==> src/rtl/rstc_pkg.sv <==
package rstc_pkg;
  localparam int unsigned DATA_W = 8;
  localparam int unsigned ADDR_W = 2;
  localparam logic [DATA_W-1:0] KEY_CODE = 8'hB2;

  typedef enum logic [ADDR_W-1:0] {
    REG_CTRL  = 2'd0,
    REG_KEY   = 2'd1,
    REG_FLAGS = 2'd2,
    REG_NONE  = 2'd3
  } reg_addr_e;
endpackage

==> src/rtl/rst_pin_sync.sv <==
module rst_pin_sync #(
  parameter int unsigned STAGES = 2
) (
  input  logic clk_i,
  input  logic rst_ni,
  input  logic pin_ni,
  output logic req_o
);
  logic [STAGES-1:0] sync_q;

  always_ff @(posedge clk_i or negedge rst_ni) begin
    if (!rst_ni) sync_q <= '1;
    else         sync_q <= {sync_q[STAGES-2:0], pin_ni};
  end

  assign req_o = ~sync_q[STAGES-1];
endmodule

==> src/rtl/warmup_timer.sv <==
module warmup_timer #(
  parameter int unsigned CYCLES = 1024
) (
  input  logic clk_i,
  input  logic rst_ni,
  input  logic src_i,
  output logic hold_no,
  output logic warm_rst_o
);
  localparam int unsigned CNT_W = $clog2(CYCLES + 1);
  localparam logic [CNT_W-1:0] DONE = CNT_W'(CYCLES);
  localparam logic [CNT_W-1:0] LAST = CNT_W'(CYCLES - 1);

  logic [CNT_W-1:0] cnt_q;
  logic             hold_nq, warm_q;

  always_ff @(posedge clk_i or negedge rst_ni) begin
    if (!rst_ni) begin
      cnt_q   <= '0;
      hold_nq <= 1'b0;
      warm_q  <= 1'b1;
    end else begin
      warm_q <= src_i;
      if (src_i) begin
        cnt_q   <= '0;
        hold_nq <= 1'b0;
      end else if (cnt_q != DONE) begin
        cnt_q   <= cnt_q + 1'b1;
        hold_nq <= (cnt_q == LAST);
      end
    end
  end

  assign hold_no    = hold_nq;
  assign warm_rst_o = warm_q;
endmodule

==> src/rtl/rstc_regs.sv <==
module rstc_regs
  import rstc_pkg::*;
#(
  parameter int unsigned NUM_CAUSE = 6
) (
  input  logic                 clk_i,
  input  logic                 rst_ni,
  input  logic                 wr_i,
  input  logic [ADDR_W-1:0]    addr_i,
  input  logic [DATA_W-1:0]    wdata_i,
  input  logic [NUM_CAUSE-1:0] cause_i,
  output logic [DATA_W-1:0]    rdata_o,
  output logic                 dis_o,
  output logic                 armed_o,
  output logic [NUM_CAUSE:0]   flags_o
);
  localparam int unsigned FLAG_W = NUM_CAUSE + 1;
  localparam logic [FLAG_W-1:0] FLAG_RST = FLAG_W'(1);

  reg_addr_e         addr;
  logic              dis_q, armed_q;
  logic [FLAG_W-1:0] flags_q, clr;

  assign addr = reg_addr_e'(addr_i);
  assign clr  = (wr_i && addr == REG_FLAGS) ? wdata_i[FLAG_W-1:0] : '0;

  // only power-on (rst_ni) clears this state
  always_ff @(posedge clk_i or negedge rst_ni) begin
    if (!rst_ni) begin
      dis_q   <= 1'b0;
      armed_q <= 1'b0;
      flags_q <= FLAG_RST;
    end else begin
      if (wr_i && addr == REG_CTRL) dis_q   <= wdata_i[0];
      if (wr_i && addr == REG_KEY)  armed_q <= (wdata_i == KEY_CODE);
      flags_q <= (flags_q & ~clr) | {cause_i, 1'b0};
    end
  end

  always_comb begin
    rdata_o = '0;
    unique case (addr)
      REG_CTRL:  rdata_o[0] = dis_q;
      REG_KEY:   rdata_o[0] = armed_q;
      REG_FLAGS: rdata_o[FLAG_W-1:0] = flags_q;
      default:   rdata_o = '0;
    endcase
  end

  assign dis_o   = dis_q;
  assign armed_o = armed_q;
  assign flags_o = flags_q;
endmodule

==> src/rtl/reset_hub.sv <==
module reset_hub
  import rstc_pkg::*;
#(
  parameter int unsigned WARM_CYCLES = 1024,
  parameter int unsigned SYNC_STAGES = 2,
  parameter int unsigned NUM_CAUSE   = 6
) (
  input  logic                 clk_i,
  input  logic                 rst_ni,
  input  logic                 ext_rst_ni,
  input  logic [NUM_CAUSE-1:0] cause_i,
  input  logic                 wr_i,
  input  logic [ADDR_W-1:0]    addr_i,
  input  logic [DATA_W-1:0]    wdata_i,
  output logic [DATA_W-1:0]    rdata_o,
  output logic                 sys_rst_no,
  output logic                 warm_rst_o
);
  logic             pin_req, ext_req, src_any;
  logic             dis_w, armed_w;
  logic [NUM_CAUSE:0] flags_w;

  rst_pin_sync #(.STAGES(SYNC_STAGES)) u_sync (
    .clk_i, .rst_ni, .pin_ni(ext_rst_ni), .req_o(pin_req)
  );

  rstc_regs #(.NUM_CAUSE(NUM_CAUSE)) u_regs (
    .clk_i, .rst_ni, .wr_i, .addr_i, .wdata_i, .cause_i,
    .rdata_o, .dis_o(dis_w), .armed_o(armed_w), .flags_o(flags_w)
  );

  assign ext_req = pin_req & ~(dis_w & armed_w);
  assign src_any = ext_req | (|cause_i);

  warmup_timer #(.CYCLES(WARM_CYCLES)) u_warm (
    .clk_i, .rst_ni, .src_i(src_any), .hold_no(sys_rst_no), .warm_rst_o
  );
endmodule

==> config.mk <==
export PLATFORM = sky130hd
export DESIGN_NAME = reset_hub
export DESIGN_NICKNAME = d
export VERILOG_FILES = /design/src/rtl/rstc_pkg.sv /design/src/rtl/rst_pin_sync.sv /design/src/rtl/warmup_timer.sv /design/src/rtl/rstc_regs.sv /design/src/rtl/reset_hub.sv
export SDC_FILE = /design/constraint.sdc
export NUM_CORES = 1
export LEC_CHECK = 0
export BUFFER_PORTS_ARGS = -buffer_cell sky130_fd_sc_hd__clkbuf_2
export CORE_MARGIN = 5
export CORE_UTILIZATION = 35
export DETAILED_ROUTE_END_ITERATION = 16
export SYNTH_ARGS = -nofsm -noshare
export SYNTH_HDL_FRONTEND = slang
export SYNTH_SLANG_ARGS = --single-unit
==> constraint.sdc <==
create_clock -name clk_i -period 1.7 [get_ports clk_i]
set_clock_uncertainty 0.15 [all_clocks]
set_input_delay 0.17 -clock clk_i [delete_from_list [all_inputs] [get_ports clk_i]]
set_output_delay 0.17 -clock clk_i [all_outputs]
set_load 0.05 [all_outputs]
**Word-level counts from Yosys, hierarchy flattened**

Index checks and enable logic that the tools add are counted.
W data, S select, Z words.

- Add/sub/neg operators: 1
- Eq/ne operators: 5
- Mux-type cells: 7
- Bitwise gates (word level): 8
- Reductions and logical operators: 6

Operators by type and width:

| cell | count |
|---|---|
| $mux W11 | 2 |
| $add A11 B1 Y11 const B | 1 |
| $eq A11 B10 Y1 const B | 1 |
| $ne A11 B11 Y1 const B | 1 |
| $eq A8 B8 Y1 const B | 1 |
| $and A7 B7 Y7 | 1 |
| $mux W7 | 1 |
| $not A7 Y7 | 1 |
| $or A7 B7 Y7 | 1 |
| $mux W6 | 1 |
| $reduce_or A6 Y1 | 1 |
| $logic_and A1 B1 Y1 | 3 |
| $pmux W1 S3 | 1 |
| $and A1 B1 Y1 | 2 |
| $eq A2 B1 Y1 const B | 1 |
| $eq A2 B2 Y1 const B | 1 |
| $logic_not A2 Y1 | 1 |
| $mux W1 | 2 |
| $not A1 Y1 | 2 |
| $reduce_bool A2 Y1 | 1 |
| $or A1 B1 Y1 | 1 |

- Bits in registers: 24
- Input port bits: 20
- Output and inout bits: 10
- Logic and storage cells: 34

**Longest topological paths before layout**

- Depth after elaboration: 6
- Gate-level depth with buffers: 5

**By module**

Synthesis repeated with hierarchy kept, for this count alone.

- Cell total of the unflattened synthesis: 116
- Area, all modules: 1197.4 µm²

By module, submodules not included:

| module | instances | cells an instance | area an instance (µm²) |
|---|---|---|---|
| warmup_timer | 1 | 66 | 663.1 |
| rstc_regs | 1 | 44 | 455.4 |
| rst_pin_sync | 1 | 3 | 56.3 |
| reset_hub | 1 | 3 | 22.5 |

**Least setup slack after synthesis**

No wires, ideal clock.

- Kind: register -> output
- From: register u_regs.flags_q[0] (netlist: u_regs.flags_o[0])
- To: output port rdata_o[0]
- Arrival: 1.649 ns
- Data required time: 1.380 ns
- Setup slack: -0.269 ns
- Stages on the path, launching flop included: 3
- Buffers on the path: 0
- Cell sequence: dfstp_2 > mux2i_1 > o21ai_0

- Word-level cells in the longest chain between the ends: 1

RTL lines:

| element | line | text |
|---|---|---|
| start: declaration | rstc_regs.sv:22 | `logic [FLAG_W-1:0] flags_q, clr;` |
| start signal: assignment | rstc_regs.sv:36 | `flags_q <= (flags_q & ~clr) \| {cause_i, 1'b0};` |
| $pmux W1 S3 | rstc_regs.sv:42 | `unique case (addr)` |
| end: declaration | reset_hub.sv:15 | `output logic [DATA_W-1:0] rdata_o,` |

Every way passes these cells.

**Final worst setup path**

- From: register u_warm.cnt_q[0]
- To: register u_warm.cnt_q[9]

- Word-level cells in the longest chain between the ends: 3
- Elaborated cells on any way between the ends: 5
- Those cells by class: add/sub (1); eq/ne (1); mux (2); reduce/logical (1)

RTL lines:

| element | line | text |
|---|---|---|
| start: declaration | warmup_timer.sv:14 | `logic [CNT_W-1:0] cnt_q;` |
| start signal: assignment | warmup_timer.sv:28 | `cnt_q <= cnt_q + 1'b1;` |
| $add A11 B1 Y11 | warmup_timer.sv:28 |  |
| $mux W11 | warmup_timer.sv:27 | `end else if (cnt_q != DONE) begin` |
| $mux W11 | warmup_timer.sv:24 | `if (src_i) begin` |

Several ways; a longest one is shown, not always the timed one. The select of a mux whose other input is x is not followed.
A chain may end at the register's enable or synchronous reset.

==> impl_metrics.toml <==
[status]
outcome = "completed"

[critical_path]
cp.required_ns = 1.80
end_kind = "flip-flop"
cp-start-kind = "flip-flop"
ff2ff_setup_slack_ns = 0.08
crit_fanout = 4
reg2reg_depth = 5
r2r_start = "u_warm.cnt_q[0]"
crit_start = "u_warm.cnt_q[0]"
timing.rr.end = "u_warm.cnt_q[9]"
path_class = "flip-flop to flip-flop"
critPathArrivalTime_ns = 1.71

[clocking]
clock_sinks = 24
cts_buffers = 3
cts_max_level = 1
clk_pin_slew_worst_paths_ns = 0.13
ctsLongestPathBuffers = 2
worst_skew_pair.late_latency_ns = 0.31
root_buffer = "clkbuf_4"
tritoncts = "done"

[final_layout]
area_growth_pct = 42.77
final_cell_mix = "clkbuf_2, dfrtp_1, dlygate4sd3_1"
drive_gt1_share_pct = 35.43
fin_cells = 221
final_common_cell = "clkbuf_2"
diodes = 0
nets = 198

[synthesis]
synth_cell_types = 35
synth_warnings = 0
synth_area_leader_cell = "dfrtp_1"
synth_top_area_share_pct = 41.62
syn_inst = 114
synth_edf_count = 0
async_flop_share_pct = 100.0
syn_area_per_cell_um2 = 10.55
ys_top_cells_by_area = "dfrtp_1, dfstp_2, a21oi_2"
synth_seq_area_share_pct = 50.36
synth_seq_cells = 24
mappedNetlistNets = 136
synth-main-ff-cell = "dfrtp_1"
syn_area_mm2 = 0.001202

[global_routing]
grt_pass1_wl_mm = 4.885
overflow = 0
grtUsageTotal_pct = 13.56
antenna_found_initial = 0
grt_pass1_vias = 1132
grt_max_degree = 25

[routing]
wl_mm = 2.951
num_vias = 1082
post_drt_wl_per_cell_um = 13.35
drc_errors = 0
drtPass1Iterations = 4
drtAntennaViolNets = 0
via_per_inst = 4.896
drt_iter0_markers = 20

[timing]
whs_ns = 0.03224
rsz0062_at_grt = "no"
worstMarginPinSlew_ns = 0.6122
min_period_over_period_pct = 95.20
finalSetupTns_ns = 0
setup_violations = 0
slew_headroom_pct = 59.18
final-max-slew-violation-count = 0
fmaxAchievable_mhz = 617.9
min_period_ns = 1.618
hold_viol = 0

[placed_design]
io_buffer_count = 28
post-place-cells = 197
dp_hpwl_mm = 2.082
place.gp.congestion = 0.7848

[die]
initial_utilization_pct = 36.03
die-area_mm2 = 0.004707
design.core.area_mm2 = 0.003337
io_pins = 30
die_w_um = 68.61
die_h_um = 68.61
rows = 21

[worst_hold_path]
hold_class = "primary input to flip-flop"
whs_path_depth = 3
worstHoldEndpoint = "u_regs.armed_o"
hold_start = "addr_i[0]"

[flow_run]
maxCapViolCount = 0

[power_and_ir_drop]
p_per_area_mw_per_mm2 = 611.1
leakagePower_nw = 0.6899
ir_worst_vdd_v = 0.0002787
## cell families (layout without fill, tap and decap cells)
logic type / count (synthesis) / after routing / synth area share, %
simple gates: 47 / 47 / 23.73
compound gates: 29 / 29 / 17.17
flops: 24 / 24 / 50.36
buf+inv: 7 / 68 / 3.121
fa+ha+maj: 2 / 2 / 2.081
xor+xnor: 2 / 2 / 1.457
mux: 2 / 2 / 1.769
other cells: 1 / 1 / 0.3119
## metal layers
| metal | part of all wire (%) | wire length (µm) | GRT usage (%) | up-vias |
|---|---|---|---|---|
| met1 | 44 | 1289 | 15.78 | 514 |
| met3 | 5.9 | 173 | 2.107 | 2 |
| met2 | 50 | 1472 | 25.39 | 30 |
| li1 | - | - | - | 536 |
| met5 | 0 | 0 | 0 | - |
| met4 | 0.51 | 15 | 3.722 | 0 |
## how the worst max path moves through the flow
stage,to,slack [ns],depth (start not counted)
6_report,u_warm.cnt_q[9],0.08,5
5_1_grt,u_warm.cnt_q[10],0.003,4
4_1_cts,rdata_o[0],0.05,3
3_5_place_dp,u_warm.cnt_q[10],-0.11,4
3_3_place_gp,u_warm.hold_no,-0.09,4
2_1_floorplan,u_warm.cnt_q[0],0.05,4
## layout make-up
class,instances,area [µm²]
Sequential cell,24,605.6
Multi-Input combinational cell,83,576.8
Tap cell,46,57.56
Timing Repair Buffer,60,425.4
Inverter,4,15.01
Fill cell,319,1620
Clock buffer,4,36.28
## power breakdown
part           internal [mW]  leakage (nW)  switching [mW]  total, mW
sequential             0.585         0.290         0.00590      0.591
clock                  0.131        0.0210           0.170      0.301
combinational         0.0680         0.379          0.0889      0.157
total                  0.784         0.690           0.265       1.05
## registers in the layout, summed over array words and instances (netlist names)
name,flops
u_regs.armed_o,1
u_regs.dis_o,1
u_regs.flags_o,7
u_sync.sync_q,2
u_warm.cnt_q,11
u_warm.hold_no,1
u_warm.warm_rst_o,1
## repair_timing
item / in CTS / in global routing
endpoints found under the hold margin: 30 / 0
gates resized for setup: 0 / 3
hold buffers: 18 / 0
buffers inserted: 0 / 2
setup endpoints to repair: 0 / 4
## synthesized netlist by cell type, drive strengths merged, types with 2 or more instances
| library cell | n |
|---|---|
| a21o | 6 |
| a21oi | 11 |
| a31o | 2 |
| and2 | 6 |
| buf | 2 |
| dfrtp | 20 |
| dfstp | 4 |
| ha | 2 |
| inv | 4 |
| nand2 | 10 |
| nand3 | 6 |
| nand3b | 2 |
| nand4 | 5 |
| nor2 | 3 |
| nor4bb | 3 |
| o21ai | 6 |
| o31ai | 2 |
| or3 | 4 |
| or4 | 4 |
| xor2 | 2 |
## through the flow
stage          util (%)  power [mW]  instance area, µm²  worst slack (ns)
6_report          51.44       1.049                1717           0.08160
5_1_grt           51.44       1.093                1717          0.002845
2_1_floorplan         -      0.6725                1209           0.04859
4_1_cts           50.66       1.059                1690           0.04530
3_5_place_dp      44.17      0.7299                1474           -0.1138
3_3_place_gp      44.17      0.7274                1474          -0.08807
## worst max-delay path: stages (launching register included)
cell and delay, ns:
dfrtp_1 0.42, buf_4 0.13, buf_4 0.11, nand2_1 0.09
or4_1 0.50, a21oi_2 0.16
Power figures use the tool's default switching activity.
